[src/rtl/rbi_pkg.sv]
package rbi_pkg;

    typedef enum logic [2:0] {
        S_IDLE,
        S_ADDR,
        S_ATTR,
        S_WDEV,
        S_WTGT,
        S_LEAD,
        S_DATA
    } state_t;

    typedef enum logic [1:0] {
        TC_NORMAL = 2'd0,
        TC_DISC   = 2'd1,
        TC_RETRY  = 2'd2,
        TC_ABORT  = 2'd3
    } term_t;

endpackage

[src/rtl/rbi_sampler.sv]
// Registers every target-driven bus input; the sequencer sees only these copies.
module rbi_sampler #(
    parameter int AD_W = 32
) (
    input  logic            clk,
    input  logic            rst_n,
    input  logic [AD_W-1:0] ad_in,
    input  logic            devsel_n,
    input  logic            trdy_n,
    input  logic            stop_n,
    output logic [AD_W-1:0] ad_q,
    output logic            devsel_q,
    output logic            trdy_q,
    output logic            stop_q
);

    always_ff @(posedge clk or negedge rst_n) begin
        if (!rst_n) begin
            ad_q     <= '0;
            devsel_q <= 1'b0;
            trdy_q   <= 1'b0;
            stop_q   <= 1'b0;
        end else begin
            ad_q     <= ad_in;
            devsel_q <= ~devsel_n;
            trdy_q   <= ~trdy_n;
            stop_q   <= ~stop_n;
        end
    end

endmodule

[src/rtl/rbi_planner.sv]
// Burst length arithmetic: requested phases and phases left before the next boundary.
module rbi_planner #(
    parameter int BC_W  = 12,
    parameter int WB    = 2,
    parameter int BND_W = 7,
    parameter int PH_W  = 11
) (
    input  logic [BND_W-1:0] addr_lo,
    input  logic [BC_W-1:0]  bytes,
    output logic [PH_W-1:0]  n_full,
    output logic [PH_W-1:0]  n_bnd,
    output logic             cut
);

    logic [BND_W:0] room;

    always_comb begin
        room = {1'b1, {BND_W{1'b0}}} - {1'b0, addr_lo};
        n_bnd = PH_W'(room >> WB);
        if (bytes == '0) begin
            n_full = {1'b1, {(PH_W-1){1'b0}}};
        end else begin
            n_full = {1'b0, bytes[BC_W-1:WB]};
        end
        cut = (n_bnd < n_full);
    end

endmodule

[src/rtl/rbi_attr.sv]
// Packs the attribute phase onto the address/data and command lines.
module rbi_attr #(
    parameter int AD_W  = 32,
    parameter int CBE_W = 4,
    parameter int BC_W  = 12,
    parameter int TAG_W = 5,
    parameter int RID_W = 16,
    parameter int XST_W = 3
) (
    input  logic [RID_W-1:0] rid,
    input  logic [TAG_W-1:0] tag,
    input  logic [BC_W-1:0]  bytes,
    input  logic [XST_W-1:0] xst,
    output logic [AD_W-1:0]  attr_ad,
    output logic [CBE_W-1:0] attr_cbe
);

    assign attr_ad  = {rid, tag[TAG_W-2:0], bytes};
    assign attr_cbe = {xst, tag[TAG_W-1]};

endmodule

[src/rtl/rbi_initiator.sv]
module rbi_initiator
    import rbi_pkg::*;
#(
    parameter int AD_W      = 32,
    parameter int CBE_W     = 4,
    parameter int BC_W      = 12,
    parameter int TAG_W     = 5,
    parameter int RID_W     = 16,
    parameter int XST_W     = 3,
    parameter int DEV_WIN   = 4,
    parameter int BND_BYTES = 128
) (
    input  logic              clk,
    input  logic              rst_n,
    input  logic              req_valid,
    input  logic [CBE_W-1:0]  req_cmd,
    input  logic [AD_W-1:0]   req_addr,
    input  logic [BC_W-1:0]   req_bytes,
    input  logic [TAG_W-1:0]  req_tag,
    input  logic [RID_W-1:0]  req_rid,
    input  logic [XST_W-1:0]  req_xst,
    input  logic [AD_W-1:0]   wr_data,
    output logic              busy,
    output logic              wr_take,
    output logic              rd_valid,
    output logic [AD_W-1:0]   rd_data,
    output logic              done,
    output logic [1:0]        done_code,
    output logic [BC_W:0]     done_bytes,
    output logic [AD_W-1:0]   ad_out,
    output logic              ad_oe,
    output logic [CBE_W-1:0]  cbe_n,
    output logic              frame_n,
    output logic              irdy_n,
    input  logic [AD_W-1:0]   ad_in,
    input  logic              devsel_n,
    input  logic              trdy_n,
    input  logic              stop_n
);

    localparam int WB    = $clog2(AD_W / 8);
    localparam int BND_W = $clog2(BND_BYTES);
    localparam int PH_W  = BC_W - WB + 1;
    localparam int CNT_W = $clog2(DEV_WIN + 1);

    state_t st, st_nx;

    logic [AD_W-1:0]  a_q;
    logic [CBE_W-1:0] cmd_q;
    logic [BC_W-1:0]  bytes_q;
    logic [TAG_W-1:0] tag_q;
    logic [RID_W-1:0] rid_q;
    logic [XST_W-1:0] xst_q;
    logic             is_wr;
    logic [CNT_W-1:0] win_cnt;
    logic [1:0]       lead_cnt;
    logic [PH_W-1:0]  rem;
    logic [PH_W-1:0]  n_q;
    logic             disc_q;
    logic             done_q;
    term_t            code_q;
    logic [BC_W:0]    nbytes_q;
    logic             rdv_q;

    logic             devsel_q, trdy_q, stop_q;
    logic [AD_W-1:0]  ad_q;
    logic [PH_W-1:0]  n_full, n_bnd, n_eff;
    logic             cut;
    logic [1:0]       lead_need;
    logic [AD_W-1:0]  attr_ad;
    logic [CBE_W-1:0] attr_cbe;

    rbi_sampler #(.AD_W(AD_W)) u_samp (
        .clk      (clk),
        .rst_n    (rst_n),
        .ad_in    (ad_in),
        .devsel_n (devsel_n),
        .trdy_n   (trdy_n),
        .stop_n   (stop_n),
        .ad_q     (ad_q),
        .devsel_q (devsel_q),
        .trdy_q   (trdy_q),
        .stop_q   (stop_q)
    );

    rbi_planner #(.BC_W(BC_W), .WB(WB), .BND_W(BND_W), .PH_W(PH_W)) u_plan (
        .addr_lo (a_q[BND_W-1:0]),
        .bytes   (bytes_q),
        .n_full  (n_full),
        .n_bnd   (n_bnd),
        .cut     (cut)
    );

    rbi_attr #(
        .AD_W(AD_W), .CBE_W(CBE_W), .BC_W(BC_W),
        .TAG_W(TAG_W), .RID_W(RID_W), .XST_W(XST_W)
    ) u_attr (
        .rid      (rid_q),
        .tag      (tag_q),
        .bytes    (bytes_q),
        .xst      (xst_q),
        .attr_ad  (attr_ad),
        .attr_cbe (attr_cbe)
    );

    // Burst length is settled at the ready decision; short bursts need lead cycles
    // so FRAME# can still rise two clocks ahead of the last phase.
    always_comb begin
        n_eff = (stop_q && cut) ? n_bnd : n_full;
        if (n_eff == PH_W'(1)) begin
            lead_need = 2'd2;
        end else if (n_eff == PH_W'(2)) begin
            lead_need = 2'd1;
        end else begin
            lead_need = 2'd0;
        end
    end

    always_comb begin
        st_nx = st;
        unique case (st)
            S_IDLE: if (req_valid) st_nx = S_ADDR;
            S_ADDR: st_nx = S_ATTR;
            S_ATTR: st_nx = S_WDEV;
            S_WDEV: begin
                if (devsel_q) begin
                    st_nx = S_WTGT;
                end else if (win_cnt == CNT_W'(DEV_WIN)) begin
                    st_nx = S_IDLE;
                end
            end
            S_WTGT: begin
                if (trdy_q) begin
                    st_nx = (lead_need != 2'd0) ? S_LEAD : S_DATA;
                end else if (stop_q) begin
                    st_nx = S_IDLE;
                end
            end
            S_LEAD: if (lead_cnt == 2'd1) st_nx = S_DATA;
            S_DATA: if (rem == PH_W'(1)) st_nx = S_IDLE;
            default: st_nx = S_IDLE;
        endcase
    end

    always_ff @(posedge clk or negedge rst_n) begin
        if (!rst_n) begin
            st       <= S_IDLE;
            a_q      <= '0;
            cmd_q    <= '0;
            bytes_q  <= '0;
            tag_q    <= '0;
            rid_q    <= '0;
            xst_q    <= '0;
            is_wr    <= 1'b0;
            win_cnt  <= '0;
            lead_cnt <= '0;
            rem      <= '0;
            n_q      <= '0;
            disc_q   <= 1'b0;
            done_q   <= 1'b0;
            code_q   <= TC_NORMAL;
            nbytes_q <= '0;
            rdv_q    <= 1'b0;
        end else begin
            st     <= st_nx;
            done_q <= 1'b0;
            rdv_q  <= (st == S_DATA) && !is_wr;
            unique case (st)
                S_IDLE: begin
                    if (req_valid) begin
                        a_q     <= req_addr;
                        cmd_q   <= req_cmd;
                        bytes_q <= req_bytes;
                        tag_q   <= req_tag;
                        rid_q   <= req_rid;
                        xst_q   <= req_xst;
                        is_wr   <= req_cmd[0];
                    end
                end
                S_ADDR: ;
                S_ATTR: win_cnt <= '0;
                S_WDEV: begin
                    win_cnt <= win_cnt + CNT_W'(1);
                    if (!devsel_q && win_cnt == CNT_W'(DEV_WIN)) begin
                        done_q   <= 1'b1;
                        code_q   <= TC_ABORT;
                        nbytes_q <= '0;
                    end
                end
                S_WTGT: begin
                    if (trdy_q) begin
                        rem      <= n_eff;
                        n_q      <= n_eff;
                        lead_cnt <= lead_need;
                        disc_q   <= stop_q && cut;
                    end else if (stop_q) begin
                        done_q   <= 1'b1;
                        code_q   <= TC_RETRY;
                        nbytes_q <= '0;
                    end
                end
                S_LEAD: lead_cnt <= lead_cnt - 2'd1;
                S_DATA: begin
                    rem <= rem - PH_W'(1);
                    if (rem == PH_W'(1)) begin
                        done_q   <= 1'b1;
                        code_q   <= disc_q ? TC_DISC : TC_NORMAL;
                        nbytes_q <= {n_q, {WB{1'b0}}};
                    end
                end
                default: ;
            endcase
        end
    end

    always_comb begin
        frame_n = 1'b1;
        irdy_n  = 1'b1;
        ad_oe   = 1'b0;
        ad_out  = '0;
        cbe_n   = '1;
        wr_take = 1'b0;
        unique case (st)
            S_IDLE: ;
            S_ADDR: begin
                frame_n = 1'b0;
                ad_oe   = 1'b1;
                ad_out  = a_q;
                cbe_n   = cmd_q;
            end
            S_ATTR: begin
                frame_n = 1'b0;
                ad_oe   = 1'b1;
                ad_out  = attr_ad;
                cbe_n   = attr_cbe;
            end
            S_WDEV, S_WTGT: frame_n = 1'b0;
            S_LEAD: ;
            S_DATA: begin
                irdy_n  = 1'b0;
                frame_n = (rem <= PH_W'(3)) ? 1'b1 : 1'b0;
                cbe_n   = '0;
                ad_oe   = is_wr;
                ad_out  = is_wr ? wr_data : '0;
                wr_take = is_wr;
            end
            default: ;
        endcase
    end

    assign busy       = (st != S_IDLE);
    assign done       = done_q;
    assign done_code  = code_q;
    assign done_bytes = nbytes_q;
    assign rd_valid   = rdv_q;
    assign rd_data    = ad_q;

    logic             last_ph;
    logic [BND_W-1:0] fin_lo;
    assign last_ph = (st == S_DATA) && (rem == PH_W'(1));
    assign fin_lo  = a_q[BND_W-1:0] + done_bytes[BND_W-1:0];

    AST_ATTR_KEEPS_FRAME: assert property (@(posedge clk) disable iff (!rst_n)
        $fell(frame_n) |=> !frame_n);
    AST_DATA_AFTER_READY: assert property (@(posedge clk) disable iff (!rst_n)
        $fell(irdy_n) |-> !$past(trdy_n, 2));
    AST_NO_WAIT_STATE: assert property (@(posedge clk) disable iff (!rst_n)
        (!irdy_n && !last_ph) |=> !irdy_n);
    AST_FRAME_TWO_AHEAD: assert property (@(posedge clk) disable iff (!rst_n)
        last_ph |-> (frame_n && $past(frame_n, 2) && !$past(frame_n, 3)));
    AST_RETRY_EMPTY: assert property (@(posedge clk) disable iff (!rst_n)
        (done && done_code == TC_RETRY) |-> (done_bytes == '0));
    AST_DISC_ON_BOUNDARY: assert property (@(posedge clk) disable iff (!rst_n)
        (done && done_code == TC_DISC) |-> (fin_lo == '0));
    AST_DONE_ONE_CYCLE: assert property (@(posedge clk) disable iff (!rst_n)
        done |=> !done);

endmodule

[config.mk]
export PLATFORM = sky130hd
export DESIGN_NAME = rbi_initiator
export DESIGN_NICKNAME = d
export VERILOG_FILES = /design/src/rtl/rbi_pkg.sv /design/src/rtl/rbi_sampler.sv /design/src/rtl/rbi_planner.sv /design/src/rtl/rbi_attr.sv /design/src/rtl/rbi_initiator.sv
export SDC_FILE = /design/constraint.sdc
export NUM_CORES = 1
export LEC_CHECK = 0
export ABC_CLOCK_PERIOD_IN_PS = 4130
export BUFFER_PORTS_ARGS = -buffer_cell sky130_fd_sc_hd__buf_2
export CORE_MARGIN = 2
export CORE_UTILIZATION = 50
export DETAILED_ROUTE_END_ITERATION = 8
export HOLD_SLACK_MARGIN = 0.06
export PLACE_DENSITY_LB_ADDON = 0.15
export SETUP_SLACK_MARGIN = 0.5
export SLEW_MARGIN = 20
export SYNTH_ARGS = -nofsm -noshare
export SYNTH_HDL_FRONTEND = slang
export SYNTH_SLANG_ARGS = --single-unit
[constraint.sdc]
create_clock -name clk -period 4.13 [get_ports clk]
set_input_delay 0.2065 -clock clk [delete_from_list [all_inputs] [get_ports clk]]
set_output_delay 0.2065 -clock clk [all_outputs]
set_load 0.03 [all_outputs]
==> results.txt, run 1 <==
CP Max Fanout - 34
Initial DRC Count - 458
Die Ht - 121 µm
Clk_lat worst skew - 0.43 ns
Cell Int Power - 4390 µW
Drt pass-1 iters - 8
CP endpoint kind - primary output
Top FF cell, synth - dfrtp_1
Clk slew on worst S/H paths - 0.06 ns
First-pass GRT wire length - 33300 µm
Max-cap viol count - 0
Setup violators final - 0
Layout cell share with drive strength beyond 1 - 0.382
WL met2 - 11000 µm
Met1 wire length - 8090 µm
Arr. time, crit path - 3.06 ns
Total negative slack - 0 ns
Clk_skew - 0.00923 ns
Synthesized area per cell - 11.8 µm²
YS warnings - 0
Final period util - 0.790
Clock net sink count - 153
Clk pwr share - 0.235
Final wirelength - 21000 µm
Synth area leaders - dfrtp_1 56%, mux2_2 11%, a222oi_1 4.7%
Distinct cells, synth - 69
Area Overhead vs Synth - 45.3%
Die W - 121 µm
Slew Viols, Final - 0
Sequential element share of the synthesized area - 0.562
Flop2flop setup slack - 0.87 ns
Boundary Pins - 232
Power Density - 741 nW/µm²
Row count - 42
Die area - 14600 µm²
Rel. slew slack - 0.382
EDFF count, synth - 0
Register share of total power - 0.348
Required time of the critical path - 3.92 ns
Buffers on Ports - 229
Top sig layer - met4
DR vias/cell - 5.63
CTS resizes - 0
Sw Ratio - 0.401
Nets - 1063
Max Buffers Root-to-Sink - 2
Largest net degree at the start of global routing - 95
Cell at the root of the clock tree - clkbuf_16
Cell Area, Synth - 6810 µm²
Status - completed
Post-route antenna net violation count - 0
Leakage - 0.00488 µW
Detailed-route wire length per cell - 19.1 µm
Synthesis-stage register bit count - 153
Hpwl dp - 12900 µm
Switching Power - 2940 µW
Met3 wire len - 1430 µm
Post-synth ARST share - 1.00
Inserted Clock Buffers - 17
Number of remaining DRC errors - 0
CTS tree - done
Logic pwr share - 0.417
CORE AREA - 13300 µm²
GRT Total Usage - 0.298
Vias - 6194
CP Launch Type - flop
Overflow left after global routing - 0
Starting Density - 0.512
Routability cong. - 0.942
Peak VDD IR - 0.433 mV
Vias in the first global route - 6629
Top-area cell type share of the netlist area - 0.562
Initial antenna violation count - 0
Unrepaired setup endpoints after global routing - no
Final Util - 0.744
Setup CP Type - flop to primary output
Final min period - 3.26 ns
Mapped Cells - 576
Top cell type by total area after synthesis - dfrtp_1
H-Tree Depth - 4
Min-Delay Path Class - input pin to flop
Maximum clock frequency - 306 MHz
Fin. Hold Viols - 0
Worst Tran Pin Value - 0.925 ns
[through the flow]
step / cells / total power, µW / hold WS, ns / worst slack [ns] / area, µm²
4_1_cts: 1094 / 7240 / 0.397 / 0.668 / 9840
3_5_place_dp: 954 / 5430 / 0.316 / 0.674 / 8110
5_1_grt: 1099 / 7710 / 0.416 / 0.683 / 9890
2_1_floorplan: 577 / 4540 / -0.0891 / 1.16 / 6810
3_3_place_gp: 954 / 5310 / 0.314 / 0.759 / 8110
6_report: 1101 / 7330 / 0.417 / 0.866 / 9890
[synthesized netlist by cell type (6+ instances only)]
cell and count:
a21oi_1 9, a222oi_1 32, a22o_1 11, buf_2 11, clkbuf_1 22, dfrtp_1 153, ha_1 11, inv_1 53
mux2_2 67, mux2i_1 7, nand2_1 46, nand3_1 10, nor2_1 26, nor3_1 6, o21ai_0 20, o21ai_1 7
or3_1 10
[per-layer routing]
metal	track usage	vias to the layer above
met3	0.0726	46
met5	0	-
met4	0.126	0
met1	0.354	3099
li1	-	2761
met2	0.516	288
[cell families after synthesis]
kind of cell               after synthesis  synth area share
AOI/OAI and AO/OA                      114             0.139
xor gates and xnor gates                 5           0.00643
adders and majority gates               11            0.0202
buffers and inverters                   90            0.0533
DFF                                    153             0.562
muxes                                   76             0.125
other                                    1          0.000551
and+or+nand+nor                        126            0.0936
[cells in the final DEF, fill, tap and decap left out, drive strengths merged, types with 3 or more instances in the layout]
cell and instances:
buf 242, dfrtp 153, o211ai 3, mux2i 7, a222oi 32, or3 11
o221ai 3, clkbuf 25, nor3 6, nor2 26, nand3 10, mux2 69
a211oi 3, a21o 3, and3 3, inv 53, xor2 3, nand2 46
a21oi 9, a22o 11, o21ai 27, bufinv 5, nor4 4, dlygate4sd3 108
or4 4, ha 11
[flip-flops by register name (all words and copies together) (netlist names)]
register / cells
done: 1
u_samp.devsel_q: 1
tag_q: 5
rd_valid: 1
lead_cnt: 2
u_samp.stop_q: 1
cmd_q: 4
done_bytes: 11
bytes_q: 12
win_cnt: 3
u_samp.trdy_q: 1
done_code: 2
u_samp.ad_q: 32
n_q: 11
a_q: 32
xst_q: 3
rid_q: 16
disc_q: 1
rem: 11
st: 3
[critical path, cell delays in order, from the launching register on]
cell,delay [ns]
dfrtp_1,0.90
and3b_1,0.40
and2_1,0.24
buf_4,0.26
a222oi_1,0.49
inv_1,0.11
buf_2,0.21
[power groups by stage]
stage	combinational [µW]	clock (µW)	sequential [µW]
floorplan	2160	0	2380
global placement	2800	0	2510
detailed placement	2890	0	2540
CTS	2980	1740	2520
global route	3280	1800	2630
finish	3060	1720	2560
[layout make-up]
class,instances,area (µm²)
sequential,153,3830
fill,847,3400
multi-input combinational,334,2630
timing repair buffer,350,2360
clock buffer,25,485
tap,176,220
inverter,54,203
clock inverter,7,163
antenna,2,5.00
[worst paths after layout]
path                                     start              end  cells past startpoint
worst max-delay path                     st[0]       ad_out[18]                      6
worst min-delay path                 ad_in[31]  u_samp.ad_q[31]                      2
worst max register to register          a_q[3]            st[0]                     10
worst min register to register  done_bytes[12]   done_bytes[12]                      1
max in group asynchronous                rst_n       bytes_q[7]                      3
min in group asynchronous                rst_n  u_samp.ad_q[25]                      2
[repair_timing]
| item | 4_1_cts | 5_1_grt |
|---|---|---|
| hold buffers | 108 | 0 |
| setup endpoints to repair | 0 | 2 |
| hold endpoints to repair | 199 | 0 |
| setup buffers | 0 | 5 |
(Power assumes the default switching activity.)
==> run 2: changes to the inputs <==
Settings changed: ABC_CLOCK_PERIOD_IN_PS 4130 to 3200.
Clock period 4.13 ns to 3.2 ns, I/O delays scaled along.
==> run 2 against run 1 <==
Core utilization rose by 0.34 points. Routed wire length fell by 0.64%. Register-to-register slack got worse by 0.63 ns. Sequential share of layout area fell by 0.18 points. Largest power group unchanged. Cell area rose by 0.46%. Sequential power rose by 25%. Clock skew fell by 0.0025 ns. Via count fell by 1.5%. Worst setup slack got worse by 0.63 ns.
==> results.txt, run 2 (synthesis gave the netlist of run 1 again) <==
Flop2flop setup slack - 0.24 ns (-0.63 ns)
Die area - 14600 µm² (unchanged)
CTS tree - done
Clk slew on worst S/H paths - 0.06 ns (about the same)
Die W - 121 µm (unchanged)
Vias - 6102 (-1.5%)
Cell at the root of the clock tree - clkbuf_16
Min-Delay Path Class - input pin to flop
Initial DRC Count - 437 (-4.6%)
Nets - 1071 (+0.75%)
Required time of the critical path - 3.51 ns (-0.41 ns)
Post-route antenna net violation count - 0 (unchanged)
Clock net sink count - 153 (unchanged)
Post-Place Cell Area - 8170 µm² (+0.71%)
Critical path's slowest cell - or4_4
CP endpoint kind - flop
Number of remaining DRC errors - 0 (unchanged)
Fin. Hold Viols - 0 (unchanged)
CORE AREA - 13300 µm² (unchanged)
Setup CP Type - flop to flop
Overflow left after global routing - 0 (unchanged)
Commonest non-fill, non-tap cell in the layout - buf_2
DR vias/cell - 5.51 (-2.1%)
Layout cell share with drive strength beyond 1 - 0.401 (+0.0182)
Final min period - 2.96 ns
Non-Filler Instances - 1108 (+0.64%)
Inserted Clock Buffers - 17 (unchanged)
Largest net degree at the start of global routing - 86 (-9.5%)
Critical path cell sequence - or4_4, nor3_4, xnor2_2, ha_1, o2111a_1, o2111ai_2, o221ai_4, buf_12, mux2_4, a41o_1
Row count - 42 (unchanged)
Peak VDD IR - 0.590 mV (+36%)
Buffers on Ports - 229 (unchanged)
Drt pass-1 iters - 8 (unchanged)
Leakage - 0.00488 µW (about the same)
Post-route cell area - 9940 µm² (+0.46%)
Unrepaired setup endpoints after global routing - yes
Starting Density - 0.512 (unchanged)
First-pass GRT wire length - 32400 µm (-2.6%)
Hpwl dp - 12700 µm (-1.6%)
Most frequent cells in the layout - 228 x buf_2, 153 x dfrtp_1, 108 x dlygate4sd3_1, 67 x mux2_2, 53 x inv_1
Reg2Reg Depth - 10 (unchanged)
Max Buffers Root-to-Sink - 2 (unchanged)
Final wirelength - 20900 µm (-0.64%)
Clk_lat worst skew - 0.42 ns (about the same)
Max-cap viol count - 0 (unchanged)
CP Max Fanout - 4 (-88%)
Die Ht - 121 µm (unchanged)
Power Density - 939 nW/µm² (+27%)
Placed Cells - 958 (+0.42%)
GRT Total Usage - 0.288 (-0.00962)
Detailed-route wire length per cell - 18.8 µm (-1.3%)
Worst Tran Pin Value - 0.969 ns (+0.0439 ns)
Largest regs - a_q x32, u_samp.ad_q x32, rid_q x16
Initial antenna violation count - 1 (+1)
Routability cong. - 0.866 (-8.1%)
R2R Path Start - a_q[3]
Boundary Pins - 232 (unchanged)
Arr. time, crit path - 3.27 ns (+0.21 ns)
Clk_skew - 0.00672 ns (-0.00251 ns)
H-Tree Depth - 4 (unchanged)
Rel. slew slack - 0.354 (-0.0278)
Pre-CTS WS - 0.00198 ns (-0.672 ns)
CP Launch Type - flop
Min-delay src - req_valid
Maximum clock frequency - 337 MHz
Hold Path Depth - 4 (+2)
Setup violators final - 0 (unchanged)
Slew Viols, Final - 0 (unchanged)
Final period util - 0.926
Vias in the first global route - 6336 (-4.4%)
Final critical-path setup slack - 0.237 ns (-0.629 ns)
Total negative slack - 0 ns (unchanged)
Worst path max stage delay - 0.58 ns (-0.32 ns)
Status - completed
Area Overhead vs Synth - 46.0%
Worst Hold End - cmd_q[2]
R2R Path End - st[0]
run 2: changes by cell type in the layout (fill, tap and decap cells not counted), moves of 2 or more:
cell,delta
bufinv_16,-4
clkinvlp_4,+5
mux2i_1,-3
clkbuf_1,-2
mux2i_2,+2
buf_4,+7
run 2: timing repair:
action | 4_1_cts | 5_1_grt
hold endpoints to repair | 175 | 0
hold buffers | 108 | 0
setup endpoints to repair | 24 | 26
pin swaps | 3 | 3
gates resized for setup | 4 | 6
setup buffers | 5 | 4
run 2: worst max-delay path, delay by kind of cell (launching register included):
kind	cells	cell delay, ns
adder cells (fa/ha/maj)	1	0.33
multiplexers	1	0.30
buffers and inverters	1	0.15
AO/OA/AOI/OAI	4	0.85
flip-flops	1	0.37
AND/OR/NAND/NOR	2	0.76
XOR/XNOR	1	0.09
run 2: area by class of cell:
type | instances | area, µm²
diodes | 1 | 2.50
clock buffers | 22 | 464
clock inverters | 10 | 95.1
fillers | 863 | 3360
inverters | 54 | 206
multi-input cells | 334 | 2690
flip-flops and latches | 153 | 3830
well taps | 176 | 220
repair buffers | 358 | 2430
run 2: per-stage QoR:
stage	hold WS [ns]	utilization	total power (µW)
final	0.291	0.748	9330
after global routing	0.290	0.748	9800
after CTS	0.274	0.743	9130
after detailed placement	0.208	0.614	7050
after global placement	0.199	0.614	6920
after floorplan	-0.136	-	5880
run 2: per-layer routing:
metal  GRT usage  wire (µm)  up-vias
li1            -          -     2772
met1       0.343       8080     3001
met2       0.499      10800      283
met3      0.0717       1420       46
met4       0.121        530        0
met5           0          0        -
run 2: worst max path at each step:
stage	startpoint	end	depth (start not counted)	slack, ns
2_1_floorplan	a_q[1]	st[0]	9	0.35
3_3_place_gp	a_q[1]	rem[4]	10	0.11
3_5_place_dp	a_q[1]	rem[4]	10	0.002
4_1_cts	a_q[3]	st[0]	10	0.23
5_1_grt	a_q[3]	rem[5]	10	0.13
6_report	a_q[3]	st[0]	10	0.24
run 2: where the power goes:
part	internal, µW	switching (µW)	total (µW)
Combinational	1720	2500	4210
Sequential	2620	591	3210
Clock	1110	792	1900
Total	5450	3880	9330
